--- config.mk ---
export PLATFORM = sky130hd
export DESIGN_NAME = sreg_access_check
export DESIGN_NICKNAME = d
export VERILOG_FILES = /design/src/rtl/sreg_pkg.sv /design/src/rtl/sreg_sel_decode.sv /design/src/rtl/sreg_policy.sv /design/src/rtl/sreg_store.sv /design/src/rtl/sreg_access_check.sv
export SDC_FILE = /design/constraint.sdc
export NUM_CORES = 1
export LEC_CHECK = 0
export BUFFER_PORTS_ARGS = -buffer_cell sky130_fd_sc_hd__buf_2
export CAP_MARGIN = 25
export CORE_MARGIN = 5
export CORE_UTILIZATION = 37
export DETAILED_ROUTE_END_ITERATION = 6
export HOLD_SLACK_MARGIN = 0.12
export SLEW_MARGIN = 10
export SYNTH_ARGS = -nofsm -noshare
export SYNTH_HDL_FRONTEND = slang
export SYNTH_SLANG_ARGS = --single-unit
--- constraint.sdc ---
create_clock -name clk -period 1.33 [get_ports clk]
set_input_delay 0.399 -clock clk [delete_from_list [all_inputs] [get_ports clk]]
set_output_delay 0.399 -clock clk [all_outputs]
set_load 0.02 [all_outputs]
--- src/rtl/sreg_pkg.sv ---
package sreg_pkg;

   typedef enum logic [1:0] {
      VERDICT_NONE  = 2'd0,
      VERDICT_OK    = 2'd1,
      VERDICT_TRAP  = 2'd2,
      VERDICT_UNDEF = 2'd3
   } verdict_e;

   typedef enum logic [1:0] {
      RD_ZERO  = 2'd0,
      RD_CONST = 2'd1,
      RD_STORE = 2'd2
   } rd_src_e;

   localparam logic [1:0] LVL_0 = 2'd0;
   localparam logic [1:0] LVL_3 = 2'd3;

endpackage

--- src/rtl/sreg_sel_decode.sv ---
module sreg_sel_decode #(
   parameter int          CP_W    = 4,
   parameter int          OPC1_W  = 3,
   parameter int          CRN_W   = 4,
   parameter int          CRM_W   = 4,
   parameter int          OPC2_W  = 3,
   parameter logic [CP_W-1:0]   HIT_CP   = 4'd15,
   parameter logic [OPC1_W-1:0] HIT_OPC1 = 3'd0,
   parameter logic [CRN_W-1:0]  HIT_CRN  = 4'd1,
   parameter logic [CRM_W-1:0]  HIT_CRM  = 4'd1,
   parameter logic [OPC2_W-1:0] HIT_OPC2 = 3'd2
) (
   input  logic [CP_W-1:0]   cp,
   input  logic [OPC1_W-1:0] opc1,
   input  logic [CRN_W-1:0]  crn,
   input  logic [CRM_W-1:0]  crm,
   input  logic [OPC2_W-1:0] opc2,
   output logic              hit
);
   localparam int N_FIELDS = 5;

   logic [N_FIELDS-1:0] field_eq;

   assign field_eq[0] = (cp   == HIT_CP);
   assign field_eq[1] = (opc1 == HIT_OPC1);
   assign field_eq[2] = (crn  == HIT_CRN);
   assign field_eq[3] = (crm  == HIT_CRM);
   assign field_eq[4] = (opc2 == HIT_OPC2);

   assign hit = &field_eq;
endmodule

--- src/rtl/sreg_policy.sv ---
module sreg_policy
   import sreg_pkg::*;
(
   input  logic     req_on,
   input  logic     is_write,
   input  logic [1:0] lvl,
   input  logic     secure,
   input  logic     has_el3,
   input  logic     el3_wide,
   input  logic     newer_arch,
   output verdict_e verdict,
   output rd_src_e  rd_src,
   output logic     store_we
);
   always_comb begin
      verdict  = VERDICT_NONE;
      rd_src   = RD_ZERO;
      store_we = 1'b0;
      if (req_on) begin
         if (lvl == LVL_0) begin
            verdict = VERDICT_UNDEF;
         end else if (has_el3 && el3_wide) begin
            if (lvl == LVL_3) begin
               verdict = VERDICT_OK;
               rd_src  = is_write ? RD_ZERO : RD_CONST;
            end else if (secure) begin
               verdict = VERDICT_TRAP;
            end else if (!is_write) begin
               verdict = VERDICT_OK;
               rd_src  = RD_CONST;
            end else begin
               verdict = VERDICT_UNDEF;
            end
         end else if (has_el3) begin
            if (lvl == LVL_3) begin
               verdict  = VERDICT_OK;
               store_we = is_write;
               rd_src   = is_write ? RD_ZERO : RD_STORE;
            end else if (!is_write) begin
               verdict = VERDICT_OK;
               rd_src  = RD_STORE;
            end else begin
               verdict = VERDICT_UNDEF;
            end
         end else if (newer_arch && (lvl != LVL_3) && !is_write) begin
            verdict = VERDICT_OK;
            rd_src  = RD_CONST;
         end else begin
            verdict = VERDICT_UNDEF;
         end
      end
   end
endmodule

--- src/rtl/sreg_store.sv ---
module sreg_store #(
   parameter int              DATA_W    = 32,
   parameter logic [DATA_W-1:0] RST_VAL = '0,
   parameter bit              ASYNC_RST = 1'b1
) (
   input  logic              clk,
   input  logic              rst_n,
   input  logic              we,
   input  logic [DATA_W-1:0] d,
   output logic [DATA_W-1:0] q
);
   generate
      if (ASYNC_RST) begin : g_async
         always_ff @(posedge clk or negedge rst_n) begin
            if (!rst_n)  q <= RST_VAL;
            else if (we) q <= d;
         end
      end else begin : g_sync
         always_ff @(posedge clk) begin
            if (!rst_n)  q <= RST_VAL;
            else if (we) q <= d;
         end
      end
   endgenerate
endmodule

--- src/rtl/sreg_access_check.sv ---
module sreg_access_check
   import sreg_pkg::*;
#(
   parameter int                DATA_W    = 32,
   parameter int                CP_W      = 4,
   parameter int                OPC1_W    = 3,
   parameter int                CRN_W     = 4,
   parameter int                CRM_W     = 4,
   parameter int                OPC2_W    = 3,
   parameter logic [DATA_W-1:0] CONST_VAL = 32'h0000_0C00,
   parameter logic [DATA_W-1:0] RST_VAL   = '0,
   parameter bit                ASYNC_RST = 1'b1
) (
   input  logic              clk,
   input  logic              rst_n,
   input  logic              req_valid,
   input  logic [CP_W-1:0]   req_cp,
   input  logic [OPC1_W-1:0] req_opc1,
   input  logic [CRN_W-1:0]  req_crn,
   input  logic [CRM_W-1:0]  req_crm,
   input  logic [OPC2_W-1:0] req_opc2,
   input  logic              req_write,
   input  logic [1:0]        req_el,
   input  logic              req_secure,
   input  logic [DATA_W-1:0] req_wdata,
   input  logic              cfg_has_el3,
   input  logic              cfg_el3_wide,
   input  logic              cfg_newer_arch,
   output logic [DATA_W-1:0] rsp_rdata,
   output logic              rsp_ok,
   output logic              rsp_trap_el3,
   output logic              rsp_undef
);
   localparam int MIN_DATA_W = 12;

   generate
      if (DATA_W < MIN_DATA_W) begin : g_bad_width
         $error("sreg_access_check: DATA_W must hold the constant value");
      end
      if (CP_W < 4 || CRN_W < 1 || CRM_W < 1 || OPC1_W < 1 || OPC2_W < 2) begin : g_bad_sel
         $error("sreg_access_check: selector fields too narrow for match values");
      end
   endgenerate

   logic              sel_hit;
   verdict_e          verdict;
   rd_src_e           rd_src;
   logic              store_we;
   logic [DATA_W-1:0] store_q;
   logic [DATA_W-1:0] rd_next;

   sreg_sel_decode #(
      .CP_W   (CP_W),   .OPC1_W (OPC1_W), .CRN_W (CRN_W),
      .CRM_W  (CRM_W),  .OPC2_W (OPC2_W),
      .HIT_CP   (CP_W'(15)),  .HIT_OPC1 (OPC1_W'(0)), .HIT_CRN (CRN_W'(1)),
      .HIT_CRM  (CRM_W'(1)),  .HIT_OPC2 (OPC2_W'(2))
   ) u_dec (
      .cp   (req_cp),
      .opc1 (req_opc1),
      .crn  (req_crn),
      .crm  (req_crm),
      .opc2 (req_opc2),
      .hit  (sel_hit)
   );

   sreg_policy u_pol (
      .req_on     (req_valid && sel_hit),
      .is_write   (req_write),
      .lvl        (req_el),
      .secure     (req_secure),
      .has_el3    (cfg_has_el3),
      .el3_wide   (cfg_el3_wide),
      .newer_arch (cfg_newer_arch),
      .verdict    (verdict),
      .rd_src     (rd_src),
      .store_we   (store_we)
   );

   sreg_store #(
      .DATA_W    (DATA_W),
      .RST_VAL   (RST_VAL),
      .ASYNC_RST (ASYNC_RST)
   ) u_store (
      .clk   (clk),
      .rst_n (rst_n),
      .we    (store_we),
      .d     (req_wdata),
      .q     (store_q)
   );

   always_comb begin
      unique case (rd_src)
         RD_CONST: rd_next = CONST_VAL;
         RD_STORE: rd_next = store_q;
         default:  rd_next = '0;
      endcase
   end

   always_ff @(posedge clk or negedge rst_n) begin
      if (!rst_n) begin
         rsp_ok       <= 1'b0;
         rsp_trap_el3 <= 1'b0;
         rsp_undef    <= 1'b0;
         rsp_rdata    <= '0;
      end else begin
         rsp_ok       <= (verdict == VERDICT_OK);
         rsp_trap_el3 <= (verdict == VERDICT_TRAP);
         rsp_undef    <= (verdict == VERDICT_UNDEF);
         rsp_rdata    <= (verdict == VERDICT_OK) ? rd_next : '0;
      end
   end
endmodule

==> out/results.ini, run 1 <==
[outcome]
run_status=finished, violations left
failed_checks=setup timing

[floorplanning]
rows=31
die_y_microns=95.1
ios=95
dieArea_sq_um=9050
core_area_sq_um=7140
die_x_microns=95.1
start_util=0.376

[setup_path]
rr_worst_depth=1
cp_slowest_stage_delay_ns=0.54
crit_slowest_cell=or4_4
cp_max_fo=4
start_kind=input pin
crit_type=input pin to flip-flop
cp.required_ns=1.55
cp.arrival_ns=2.07
crit_chain=buf_6 -> and4bb_2 -> nand4_4 -> or2_4 -> or4_4 -> ha_4 -> a21oi_2 -> nor4_2
crit_path_end_kind=flip-flop

[layout]
final_common_cell=buf_2
nets=358
n_antenna_cell=0
final_layout_size_suffix_gt1_frac=0.608
fin_util=0.546
layout_common_cells=buf_2 (88), dfrtp_1 (67), mux2_4 (32)
syn_to_final_growth_pct=45.4

[sta]
worst_pin_slew_ns=0.559
rsz0062_at_grt=true
clock.fmax_mhz=542
maxSlewHeadroom=0.626
fin_ws_ns=-0.514
fin_crit_sh=1.39
fin_setup_tns_ns=-27.61
hold_viol_final=0
skew_ns=0.00921
maxSlewViolCount=0
fin_hold_ws_ns=0.288
setup_viol=64
finalCriticalPeriod_ns=1.84

[placed_design]
hpwlAfterDp_microns=3850
io_buffers=94
place_congestion=0.801

[synth]
muxShareOfSynthArea=0.176
avgSynthCellArea_sq_um=15.2
syn_nets=238
ys_warn_count=0
syn_inst=176
yosys_register_bits=67
ys_seq_area_frac=0.625
synth_top_family_by_area=multiplexers
synthTopCellsByArea=dfrtp_1 (63%), mux2_4 (17%), and3_1 (7.0%)
yosys.area.top_type=dfrtp_1
synthXorXnorAreaFrac=0.00327
synth_cell_types=31
synth_top_area_share=0.625
yosys.area_share.simple=0.147
synthAdderAreaFrac=0.00933
synth-compound-area-share=0.0140
syn_area_sq_um=2680

[power]
p_total_mw=3.71
power_density_nw_per_um2=952
ir_worst_vdd_v=0.000466
p_leak_nw=2.12

[global_routing]
grt_use_total=0.137
grt_pass1_wl_microns=9340
gr-total-overflow=0
antenna_found_initial=0
grt_max_degree=68
grt_pass1_vias=1975

[clocking]
cts-root-buf=clkbuf_8
cts_max_path_buffers=2
tritoncts=done
cts.reportedPaths.clkPinSlew_ns=0.07
worstSkewPairLatency_ns=0.34
numCtsBuffers=9
cts.sinks=67
cts_max_level=3

[worst_hold_path]
hp-class=input pin to flip-flop
holdPathStages=2

[routing]
first_pass_iters=4
drt_iter0_markers=26
wire_per_inst_microns=14.8
drc_errors=0
drtAntennaViolNets=0
via_per_inst=4.63
wl_microns=5920
num_vias=1853

[flow_run]
max_cap_viol_count=0

flip-flops by register name, indices dropped and copies added, names as in the netlist:
register      flops
rsp_undef         1
rsp_rdata        32
rsp_trap_el3      1
u_store.q        32
rsp_ok            1
kinds of logic after synthesis:
kind of cell	after synthesis
xor+xnor	1
fa+ha+maj	2
compound gates	6
flops	67
buf+inv	10
simple gates	58
mux	32
power by group:
part | switching [mW] | internal, mW | total [mW]
combinational | 0.106 | 0.112 | 0.219
sequential | 0.00000189 | 2.04 | 2.04
clock | 0.728 | 0.725 | 1.45
total | 0.834 | 2.87 | 3.71
what timing repair did:
action,CTS,global route
pin swaps,8,3
resized for setup,24,6
hold buffers,1,0
buffers inserted,3,1
hold endpoints to repair,67,0
cloned,3,0
endpoints found under the setup margin,64,64
stage by stage:
| step | instance area (sq um) | setup WS, ns | cells |
|---|---|---|---|
| 4_1_cts | 3840 | -0.461 | 399 |
| 3_3_place_gp | 3410 | -0.849 | 376 |
| 3_5_place_dp | 3410 | -0.934 | 376 |
| 5_1_grt | 3900 | -0.533 | 400 |
| 2_1_floorplan | 2720 | -0.803 | 176 |
| 6_report | 3900 | -0.514 | 400 |
synthesized netlist by cell type:
cell	number
a21oi_1	2
ha_1	2
nor3_1	1
or2_1	1
dfrtp_1	67
nand2_1	4
mux2_2	2
nand4_2	1
nor4_4	1
nor2_1	3
or2_2	1
nor4_1	4
nand2b_1	2
nor2b_1	1
o21ai_0	1
o221ai_1	1
mux2_4	30
a21boi_0	1
a31oi_1	1
clkbuf_1	6
and2_1	1
and4bb_2	1
nor4b_2	1
buf_6	4
xor2_1	1
or4_1	1
and3_1	30
and3b_1	1
nor4b_1	2
nand4_1	1
and4b_1	1
final cells by class:
cell class              instances  area, sq um
fillers                       634         3240
multi-input cells              99         1060
clock inverters                 4         26.3
clock buffers                  12          145
flip-flops and latches         67         1680
well taps                      99          124
repair buffers                119          862
final timing paths:
kind	start	slack, ns	end
worst max-delay path	req_opc2[2]	-0.51	rsp_rdata[11]
worst min-delay path	req_wdata[8]	0.29	u_store.q[8]
worst max register to register	u_store.q[10]	0.54	u_store.q[10]
worst min register to register	u_store.q[28]	0.50	u_store.q[28]
max in group asynchronous	rst_n	0.45	u_store.q[11]
min in group asynchronous	rst_n	0.60	rsp_rdata[24]
routing by layer:
metal,vias up,share of wire,global-route usage
met4,0,0.022,0.0625
li1,869,-,-
met2,72,0.52,0.233
met3,11,0.071,0.0481
met1,901,0.39,0.155
met5,-,0,0
critical path: cells and delay by family:
| kind | cells | cell delay (ns) |
|---|---|---|
| fa+ha+maj | 1 | 0.19 |
| compound gates | 1 | 0.11 |
| simple gates | 5 | 1.28 |
| buf+inv | 1 | 0.09 |
No activity file was read; power rests on OpenSTA's default activity.
==> inputs of run 2 (changes only) <==
--- a/config.mk
+++ b/config.mk
@@ -5,6 +5,8 @@
 export SDC_FILE = /design/constraint.sdc
 export NUM_CORES = 1
 export LEC_CHECK = 0
+export ABC_AREA = 1
+export ABC_CLOCK_PERIOD_IN_PS = 1330
 export BUFFER_PORTS_ARGS = -buffer_cell sky130_fd_sc_hd__buf_2
 export CAP_MARGIN = 25
 export CORE_MARGIN = 5
==> run 2 against run 1 <==
- the flow still finishes with violations (setup timing)
- first-iteration DRC count grew to 3.3 times the previous value
- synthesized area shrank 0.89%
- power up 21%
- combinational power is 14% higher
- largest power group is now clock
- hold slack improved by 0.0057 ns
- synthesized cell count increased by 69%
- non-clock buffer count rose by 4
- core utilization grew 3.6 points
- cell count increased by 30%
- clock power rose by 52%
- sequential share of layout area fell by 1.3 points
- sequential power barely moved
==> out/results.ini, run 2 <==
[layout]
n_antenna_cell=0
reg_top3=rsp_rdata: 32 flops, u_store.q: 32 flops
nets=482
final_layout_size_suffix_gt1_frac=0.421
instances_no_fill=521
layout_common_cells=buf_2 (87), nand2_1 (77), dfrtp_1 (67)
final_cell_area_sq_um=4020
syn_to_final_growth_pct=51.2
fin_util=0.582
final_common_cell=buf_2

[setup_path]
rr_worst_depth=2
crit_type=input pin to flip-flop
r2r_end=rsp_rdata[10]
rrSetupSlack_ns=0.63
cp.arrival_ns=1.64
cp_max_fo=7
start_kind=input pin
crit_path_end_kind=flip-flop
cp.required_ns=1.55
timing.rr.start=u_store.q[10]

[clocking]
cts_max_level=3
numCtsBuffers=9
worstSkewPairLatency_ns=0.33
cts.reportedPaths.clkPinSlew_ns=0.07
tritoncts=done
cts_max_path_buffers=2
cts-root-buf=clkbuf_8
cts.sinks=67

[outcome]
failed_checks=setup timing
run_status=finished, violations left

[routing]
first_pass_iters=4
drt_iter0_markers=85
wl_microns=6290
drtAntennaViolNets=0
drc_errors=0
wire_per_inst_microns=12.1
num_vias=2276
via_per_inst=4.37

[global_routing]
grt_max_degree=68
grt_pass1_vias=2242
grt_use_total=0.148
grt_pass1_wl_microns=10100
gr-total-overflow=0
antenna_found_initial=0

[sta]
maxSlewViolCount=0
fin_ws_ns=-0.0877
maxSlewHeadroom=0.752
setup_viol=32
fin_setup_tns_ns=-2.25
worst_pin_slew_ns=0.373
clock.fmax_mhz=705
rsz0062_at_grt=true
finalCriticalPeriod_ns=1.42
fin_crit_sh=1.07
skew_ns=0.00698
hold_viol_final=0

[worst_hold_path]
hold_start=req_wdata[13]
hold_end=u_store.q[13]
hp-class=input pin to flip-flop
holdPathStages=3

[floorplanning]
rows=30
die_y_microns=94.8
dieArea_sq_um=8980
die_x_microns=94.8
ios=95
start_util=0.385
core_area_sq_um=6910

[synth]
synth_cell_types=16
ys_seq_area_frac=0.631
syn_area_sq_um=2660
syn_inst=298
synth_edf_count=0
synth_top_flop_cell=dfrtp_1
yosys_register_bits=67
avgSynthCellArea_sq_um=8.92
synthTopCellsByArea=dfrtp_1 (63%), nand2_1 (11%), nand3_1 (7.2%)
post-synth-top-count-cell=nand2_1
synth_common_cells=nand2_1 (80), dfrtp_1 (67), nor2_1 (45)
synth_top_area_share=0.631
async_reset_ff_frac=1.00
yosys.area.top_type=dfrtp_1
syn_nets=360
ys_warn_count=0

[power]
power_density_nw_per_um2=1120
ir_worst_vdd_v=0.000505
p_leak_nw=2.16
p_total_mw=4.48

[placed_design]
io_buffers=94
place_congestion=0.825
place_area_sq_um=3470
hpwlAfterDp_microns=4370
placed_cells=500

[flow_run]
max_cap_viol_count=0

==> run 2: worst max-delay path by stage <==
stage / from / end / slack, ns / cells past startpoint
floorplan: req_crm[0] / rsp_rdata[0] / -0.20 / 11
global placement: req_crm[0] / rsp_rdata[5] / -0.44 / 12
detailed placement: req_crm[0] / rsp_rdata[3] / -0.50 / 13
CTS: req_opc1[0] / rsp_rdata[8] / -0.09 / 11
global route: req_opc1[0] / rsp_rdata[7] / -0.12 / 11
finish: req_opc1[0] / rsp_rdata[6] / -0.09 / 11
==> run 2: stage by stage <==
step	setup WS, ns	hold WS (ns)
floorplan	-0.197	0.103
global placement	-0.441	0.446
detailed placement	-0.499	0.448
CTS	-0.0890	0.280
global route	-0.122	0.273
finish	-0.0877	0.294
==> run 2: where the power goes <==
| group | leakage [nW] | internal (mW) | switching [mW] |
|---|---|---|---|
| sequential | 0.937 | 2.04 | 0.00000197 |
| clock | 0.131 | 1.44 | 0.754 |
| combinational | 1.09 | 0.126 | 0.123 |
| total | 2.16 | 3.60 | 0.877 |
==> run 2: routing by layer <==
| layer | up-vias | track usage | share of wire |
|---|---|---|---|
| met5 | - | 0 | 0 |
| met2 | 50 | 0.258 | 0.53 |
| li1 | 1149 | - | - |
| met3 | 8 | 0.0327 | 0.047 |
| met4 | 0 | 0.0649 | 0.013 |
| met1 | 1069 | 0.173 | 0.41 |
==> run 2: cell type report <==
| cell class | instances | area, sq um |
|---|---|---|
| Inverter | 43 | 170 |
| Sequential cell | 67 | 1680 |
| Timing Repair Buffer | 123 | 832 |
| Clock buffer | 10 | 128 |
| Fill cell | 662 | 2890 |
| Multi-Input combinational cell | 176 | 953 |
| Clock inverter | 6 | 138 |
| Tap cell | 96 | 120 |
==> run 2: critical path, stage by stage <==
cell and delay (ns):
buf_6 0.09, nor2_4 0.08, nand2_1 0.05, nor2_1 0.12, nand3_2 0.12, nor3_2 0.14
inv_1 0.10, ha_4 0.17, nand3_4 0.14, buf_12 0.17, nor2_4 0.04
==> run 2: cell families after synthesis <==
| family | count (synthesis) | synth area share |
|---|---|---|
| AND/OR/NAND/NOR | 169 | 0.266 |
| AO/OA/AOI/OAI | 5 | 0.00989 |
| buffers and inverters | 55 | 0.0833 |
| adder cells (fa/ha/maj) | 2 | 0.00941 |
| flip-flops | 67 | 0.631 |
==> run 2: what timing repair did <==
item / CTS / global route
setup buffers: 2 / 1
endpoints found under the setup margin: 64 / 47
pin swaps: 6 / 4
hold buffers: 1 / 0
cloned: 2 / 0
gates resized for setup: 30 / 24
endpoints found under the hold margin: 67 / 0
==> inputs of run 3 (changes only) <==
--- a/config.mk
+++ b/config.mk
@@ -7,10 +7,11 @@
 export LEC_CHECK = 0
 export ABC_AREA = 1
 export ABC_CLOCK_PERIOD_IN_PS = 1330
-export BUFFER_PORTS_ARGS = -buffer_cell sky130_fd_sc_hd__buf_2
+export BUFFER_PORTS_ARGS = -buffer_cell sky130_fd_sc_hd__clkbuf_2
 export CAP_MARGIN = 25
 export CORE_MARGIN = 5
 export CORE_UTILIZATION = 37
+export CTS_BUF_LIST = sky130_fd_sc_hd__clkbuf_4
 export DETAILED_ROUTE_END_ITERATION = 6
 export HOLD_SLACK_MARGIN = 0.12
 export SLEW_MARGIN = 10
==> run 3 against run 2 <==
- the flow still finishes with violations (setup timing)
- maximum frequency is 3.1% higher
- global-route usage is 0.068 points lower
- critical path depth is 1 higher
- largest power group is now registers
- sequential power hardly changed
- register-to-register slack hardly changed
- design area is 1.3% higher
==> out/results.ini, run 3 (synthesis results as in run 2) <==
[routing]
first_pass_iters=4
wl_met2_microns=3430
num_vias=2284
drc_errors=0
top_layer_used=met4
wire_per_inst_microns=12.3
route.met3.wl_microns=287
drtAntennaViolNets=0
via_per_inst=4.41
drt_iter0_markers=56
wl_microns=6370
m1WireLength_microns=2560

[worst_hold_path]
holdPathStages=3
hold_start=req_wdata[13]
hp-class=input pin to flip-flop
hold_end=u_store.q[13]

[sta]
clock.fmax_mhz=727
hold_viol_final=0
fin_crit_sh=1.03
setup_viol=32
skew_ns=0.00655
maxSlewViolCount=0
maxSlewHeadroom=0.766
finalCriticalPeriod_ns=1.38
rsz0062_at_grt=true
fin_hold_ws_ns=0.218
worst_pin_slew_ns=0.351
fin_setup_tns_ns=-0.770
fin_ws_ns=-0.0456

[layout]
register_area_sq_um=1680
final_common_cell=nand2_1
nets=479
layout_common_cells=nand2_1 (77), dfrtp_1 (67), clkbuf_2 (56)
multiInputGateArea_sq_um=930
fill_cells=635
syn_to_final_growth_pct=53.2
final_cell_area_sq_um=4070
n_antenna_cell=0
final_layout_size_suffix_gt1_frac=0.422
reg_top3=rsp_rdata: 32 flops, u_store.q: 32 flops
fin_util=0.589

[floorplanning]
die_y_microns=94.8
start_util=0.385
dieArea_sq_um=8980
die_x_microns=94.8
core_area_sq_um=6910
ios=95
rows=30

[setup_path]
timing.rr.start=u_store.q[11]
start_kind=input pin
crit_type=input pin to flip-flop
cp.required_ns=1.63
cp.arrival_ns=1.68
cp_max_fo=7
rr_worst_depth=2
r2r_end=rsp_rdata[11]
rrSetupSlack_ns=0.63
crit_path_end_kind=flip-flop

[placed_design]
place_congestion=0.806
hpwlAfterDp_microns=4260
io_buffers=94
place_area_sq_um=3460

[clocking]
cts-root-buf=clkbuf_4
cts.sinks=67
cts_max_path_buffers=2
worstSkewPairLatency_ns=0.39
tritoncts=done
cts_max_level=3
numCtsBuffers=9
cts.reportedPaths.clkPinSlew_ns=0.11

[global_routing]
gr-total-overflow=0
grt_use_total=0.147
grt_max_degree=68
grt_pass1_wl_microns=10100
grt_pass1_vias=2350
antenna_found_initial=0

[power]
p_leak_nw=2.12
power_density_nw_per_um2=970
ir_worst_vdd_v=0.000436

[outcome]
run_status=finished, violations left
failed_checks=setup timing

[flow_run]
max_cap_viol_count=0

run 3: per-stage QoR:
stage	power, mW	std cells	setup slack [ns]
2_1_floorplan	2.12	298	-0.197
3_3_place_gp	2.30	499	-0.442
3_5_place_dp	2.30	499	-0.470
4_1_cts	3.99	516	-0.0541
5_1_grt	4.13	518	-0.0813
6_report	3.95	518	-0.0456
run 3: worst max path at each step:
stage,start,to,cells past startpoint
2_1_floorplan,req_crm[0],rsp_rdata[0],11
3_3_place_gp,req_crm[0],rsp_rdata[5],12
3_5_place_dp,req_crm[0],rsp_rdata[27],12
4_1_cts,rsp_rdata[14],rsp_rdata[14],1
5_1_grt,req_crm[0],rsp_rdata[3],12
6_report,req_crm[0],rsp_rdata[13],12
run 3: power by group:
group	leakage (nW)	internal, mW	switching [mW]
Sequential	0.937	2.04	0.00000196
Combinational	1.08	0.116	0.121
Clock	0.0975	0.949	0.728
run 3: final cells by class:
class | count | share of cell area
Timing Repair Buffer | 120 | 0.243
Clock buffer | 9 | 0.0166
Sequential cell | 67 | 0.412
Tap cell | 96 | 0.0295
Clock inverter | 7 | 0.0286
Inverter | 43 | 0.0418
Multi-Input combinational cell | 176 | 0.228
run 3: timing repair:
action	CTS	global route
gates resized for setup	3	143
pin swaps	0	5
endpoints found under the setup margin	66	67
hold buffers	1	0
hold endpoints to repair	67	0
gates cloned	0	2
buffers inserted	0	0
run 3: layer usage:
metal	track usage	vias up
met3	0.0438	8
met2	0.265	54
met5	0	-
met1	0.158	1078
li1	-	1144
met4	0.0625	0
run 3: critical path: stages:
cell and delay [ns]:
buf_8 0.08, inv_8 0.03, nor2_4 0.09, nand2_2 0.06, nor2_2 0.11, nand3_2 0.11, nor3_2 0.15, inv_1 0.10
ha_4 0.17, nand3_4 0.15, clkbuf_16 0.19, nor2_1 0.04
